==> src/rtl/dbn_pkg.sv <==
package dbn_pkg;

    // Debouncer control states
    typedef enum logic {
        ST_IDLE = 1'b0,   // waiting for a change on the synchronised line
        ST_HOLD = 1'b1    // lockout window running
    } dbn_state_t;

endpackage

==> src/rtl/dbn_sync.sv <==
// Multi-stage synchroniser plus previous-level register and change flag.
module dbn_sync #(
    parameter int SYNC_STAGES = 2
) (
    input  logic clk,
    input  logic rst,
    input  logic async_in,
    output logic level,
    output logic toggled
);

    logic [SYNC_STAGES-1:0] chain_q;
    logic                   prev_q;

    generate
        if (SYNC_STAGES < 2) begin : g_bad_depth
            initial $error("dbn_sync needs at least two stages");
        end
    endgenerate

    always_ff @(posedge clk) begin
        if (rst) begin
            chain_q <= '0;
            prev_q  <= 1'b0;
        end else begin
            chain_q <= {chain_q[SYNC_STAGES-2:0], async_in};
            prev_q  <= chain_q[SYNC_STAGES-1];
        end
    end

    assign level   = chain_q[SYNC_STAGES-1];
    assign toggled = chain_q[SYNC_STAGES-1] ^ prev_q;

endmodule

==> src/rtl/dbn_window.sv <==
// Lockout window counter: runs while enabled, flags its final cycle.
module dbn_window #(
    parameter int WIN_CYCLES = 25000
) (
    input  logic clk,
    input  logic rst,
    input  logic run,
    output logic last
);

    localparam int CNT_W = (WIN_CYCLES > 2) ? $clog2(WIN_CYCLES) : 1;
    localparam logic [CNT_W-1:0] CNT_LAST = CNT_W'(WIN_CYCLES - 1);

    logic [CNT_W-1:0] cnt_q;

    always_ff @(posedge clk) begin
        if (rst || !run) begin
            cnt_q <= '0;
        end else if (cnt_q != CNT_LAST) begin
            cnt_q <= cnt_q + 1'b1;
        end
    end

    assign last = run && (cnt_q == CNT_LAST);

endmodule

==> src/rtl/lockout_debouncer.sv <==
// Lockout-window debouncer: synchroniser, change detect, fixed window.
module lockout_debouncer #(
    parameter int WIN_CYCLES  = 25000,
    parameter int SYNC_STAGES = 2
) (
    input  logic clk,
    input  logic rst,
    input  logic bouncy_in,
    output logic clean_out
);
    import dbn_pkg::*;

    logic       sync_lvl;
    logic       sync_chg;
    logic       win_last;
    logic       in_hold;
    dbn_state_t state_q;
    dbn_state_t state_d;

    dbn_sync #(.SYNC_STAGES(SYNC_STAGES)) i_sync (
        .clk      (clk),
        .rst      (rst),
        .async_in (bouncy_in),
        .level    (sync_lvl),
        .toggled  (sync_chg)
    );

    dbn_window #(.WIN_CYCLES(WIN_CYCLES)) i_window (
        .clk  (clk),
        .rst  (rst),
        .run  (in_hold),
        .last (win_last)
    );

    assign in_hold = (state_q == ST_HOLD);

    // Next state: arm on a change, release at the window's last cycle
    always_comb begin
        state_d = state_q;
        unique case (state_q)
            ST_IDLE: if (sync_chg) state_d = ST_HOLD;   // arm
            ST_HOLD: if (win_last) state_d = ST_IDLE;   // release
            default: state_d = ST_IDLE;
        endcase
    end

    // State register
    always_ff @(posedge clk) begin
        if (rst) state_q <= ST_IDLE;
        else     state_q <= state_d;
    end

    // Output register: updated only on release
    always_ff @(posedge clk) begin
        if (rst) begin
            clean_out <= 1'b0;
        end else if (in_hold && win_last) begin
            clean_out <= sync_lvl;
        end
    end

endmodule

==> config.mk <==
export PLATFORM = sky130hd
export DESIGN_NAME = lockout_debouncer
export DESIGN_NICKNAME = d
export VERILOG_FILES = /design/src/rtl/dbn_pkg.sv /design/src/rtl/dbn_sync.sv /design/src/rtl/dbn_window.sv /design/src/rtl/lockout_debouncer.sv
export SDC_FILE = /design/constraint.sdc
export NUM_CORES = 1
export LEC_CHECK = 0
export BUFFER_PORTS_ARGS = -buffer_cell sky130_fd_sc_hd__buf_2
export CAP_MARGIN = 20
export CORE_ASPECT_RATIO = 2
export CORE_UTILIZATION = 35
export CTS_BUF_LIST = sky130_fd_sc_hd__clkbuf_16
export DETAILED_ROUTE_END_ITERATION = 8
export PLACE_DENSITY = 0.56
export SYNTH_ARGS = -nofsm -noshare
export SYNTH_HDL_FRONTEND = slang
export SYNTH_SLANG_ARGS = --single-unit
==> constraint.sdc <==
create_clock -name clk -period 1.6 [get_ports clk]
set_input_delay 0.08 -clock clk [delete_from_list [all_inputs] [get_ports clk]]
set_output_delay 0.08 -clock clk [all_outputs]
set_load 0.01 [all_outputs]
==> flow_metrics.env <==
export IMPL_status="finished with violations"
export IMPL_violations="negative setup slack"
export IMPL_drt_total_wl_um=2020
export IMPL_intPower_uw=849
export IMPL_synthTopCellsByArea="dfxtp_1 (42%), mux2i_1 (5.3%), nor4_4 (4.5%)"
export IMPL_syn_instance_count=101
export IMPL_layout_common_cells="dfxtp_1 (19), buf_4 (13), nand2_1 (9), nand3_1 (7), a21oi_1 (6)"
export IMPL_cts_setup_buffers=0
export IMPL_fin_nets=123
export IMPL_tns_ps=-82.5
export IMPL_critPathTopFamily="simple AND/OR/NAND/NOR gates"
export IMPL_min_period_over_period_pct=102
export IMPL_wire_per_inst_um=13.8
export IMPL_grt_overflow_total=0
export IMPL_synth_cell_types=26
export IMPL_vias_per_cell=5.46
export IMPL_postRouteAntennaNets=0
export IMPL_design_area_sq_um=1180
export IMPL_synth_area_sq_um=947
export IMPL_path_cells="or4bb_4 > nor4_4 > mux2_4"
export IMPL_layout_drive_gt1_share_pct=23.7
export IMPL_pwr_share_seq_pct=48.6
export IMPL_synth_warnings=0
export IMPL_maxCapViolCount=0
export IMPL_netlist_area_leader_share_pct=42.3
export IMPL_arrival_ps=1780
export IMPL_yosysTopAreaCell="dfxtp_1"
export IMPL_die_y_um=75.6
export IMPL_worst_path_buf_inv=0
export IMPL_drc=0
export IMPL_whs_ps=64.6
export IMPL_rsz0062_at_grt="yes"
export IMPL_required_ps=1740
export IMPL_start_util_pct=36.9
export IMPL_diodes=0
export IMPL_clockBufferDepth=2
export IMPL_antenna_found_initial=0
export IMPL_fmax_ghz=0.611
export IMPL_final_max_slew_viol_count=0
export IMPL_numCtsBuffers=3
export IMPL_placed_area_sq_um=1090
export IMPL_grt_pass1_vias=789
export IMPL_dr_pass1_iters=4
export IMPL_syn_nets=105
export IMPL_final_hold_viol_count=0
export IMPL_layout_commonest_cell="dfxtp_1"
export IMPL_start_kind="flip-flop"
export IMPL_cts_tree="built"
export IMPL_slew_headroom_pct=75.9
export IMPL_syn_to_final_growth_pct=24.7
export IMPL_core_sq_um=2570
export IMPL_grt_pass1_wl_um=3450
export IMPL_finalClockSkew_ps=1.67
export IMPL_cp_slowest_cell="or4bb_4"
export IMPL_power_density_nw_per_um2=886
export IMPL_worstMarginPinSlew_ps=358
export IMPL_cts_sinks=20
export IMPL_fill_cells=256
export IMPL_via_count=797
export IMPL_gp_congestion=0.756
export IMPL_grt_total_usage_pct=17.2
export IMPL_clk_latency_ps=250
export IMPL_path_clk_slew_ps=50
export IMPL_seq_area_frac_synth_pct=42.3
export IMPL_dp_hpwl_um=1570
export IMPL_synth_seq_cells=20
export IMPL_p_leak_nw=0.410
export IMPL_pwr_share_clk_pct=48.9
export IMPL_die_x_um=38.8
export IMPL_finalSetupViolCount=3
export IMPL_cts_htree_levels=1
export IMPL_fp_dieArea_sq_um=2930
export IMPL_p_comb_share_pct=2.5
export IMPL_crit_fanout=2
export IMPL_fin_ws_ps=-37.7
export IMPL_root_buffer="clkbuf_16"
export IMPL_drtIter0Drc=19
export IMPL_syn_avg_cell_area_sq_um=9.38
export IMPL_min_path_type="in -> reg"
export IMPL_grt_max_degree=14
export IMPL_worstSetupPathType="reg -> reg"
export IMPL_port_buffers=3
export IMPL_io_pins=4
export IMPL_peakVddDrop_mv=0.720
export IMPL_worst_setup_path_end_kind="flip-flop"
export IMPL_power_switching_uw=198
export IMPL_rows=26
export IMPL_max_stage_delay_ps=560
export IMPL_period_needed_ps=1640
export IMPL_swShare_pct=18.9
export IMPL_place_inst=142
export IMPL_stdcell_count=146
final cells by class:
cell class | count | area [sq um] | area share, %
Inverter | 2 | 7.51 | 0.636
Clock inverter | 1 | 3.75 | 0.318
Clock buffer | 3 | 75.1 | 6.36
Tap cell | 28 | 35.0 | 2.97
Sequential cell | 20 | 402 | 34.0
Multi-Input combinational cell | 75 | 534 | 45.2
Timing Repair Buffer | 17 | 124 | 10.5
sequential cells by signal, summed over array words and instances (netlist names):
signal / cells
i_sync.prev_q: 1
i_window.cnt_q: 15
clean_out: 1
i_sync.chain_q: 2
in_hold: 1
final timing paths:
check	from	endpoint	slack, ps	cells past startpoint
max	i_window.cnt_q[6]	clean_out	-40	3
min	bouncy_in	i_sync.chain_q[0]	60	2
max reg2reg	i_window.cnt_q[6]	clean_out	-40	3
min reg2reg	i_sync.chain_q[0]	i_sync.chain_q[1]	450	1
synthesized netlist by cell type (all sizes together):
cell type and instances:
ha 1, o31ai 4, nor3 2, a21oi 6, or4b 1, nand4 2
clkbuf 4, or4bb 1, or3 3, mux2i 5, or4 4, nand2b 5
o21a 3, mux2 1, nor2b 5, nand3 7, nor4 5, o21ai 3
nand2 10, xor2 2, nor2 4, inv 2, nand4bb 1, dfxtp 20
layer usage:
metal / wire (um) / track usage, %
met1: 734 / 17.6
met2: 1150 / 30.4
met3: 49 / 3.50
met4: 82 / 10.3
met5: 0 / 0
power by group through the flow:
stage          Combinational (mW)  Sequential [mW]  Clock, mW
4_1_cts                    0.0266            0.509      0.522
5_1_grt                    0.0289            0.510      0.542
3_3_place_gp               0.0260            0.519          0
2_1_floorplan              0.0156            0.518          0
6_report                   0.0259            0.509      0.512
3_5_place_dp               0.0267            0.520          0
kinds of logic (layout without fill, tap and decap cells):
kind of cell / Yosys count / in the layout / synth area share, %
xor+xnor: 2 / 2 / 1.85
simple gates: 50 / 50 / 35.4
flops: 20 / 20 / 42.3
mux: 6 / 6 / 6.47
compound gates: 16 / 16 / 10.3
buf+inv: 6 / 23 / 2.38
fa+ha+maj: 1 / 1 / 1.32
through the flow:
stage / worst slack (ps) / utilization [%] / power [mW]
after floorplan: -1.47 / - / 0.534
after global placement: -17.0 / 42.5 / 0.545
final: -37.7 / 46.0 / 1.05
after global routing: -96.6 / 46.0 / 1.08
after detailed placement: -51.0 / 42.5 / 0.546
after CTS: -47.9 / 46.0 / 1.06
repair_timing:
item | in CTS | in global routing
hold buffers | 0 | 0
resized for setup | 4 | 0
pin swaps | 0 | 0
setup endpoints to repair | 3 | 5
(Power assumes the default switching activity.)
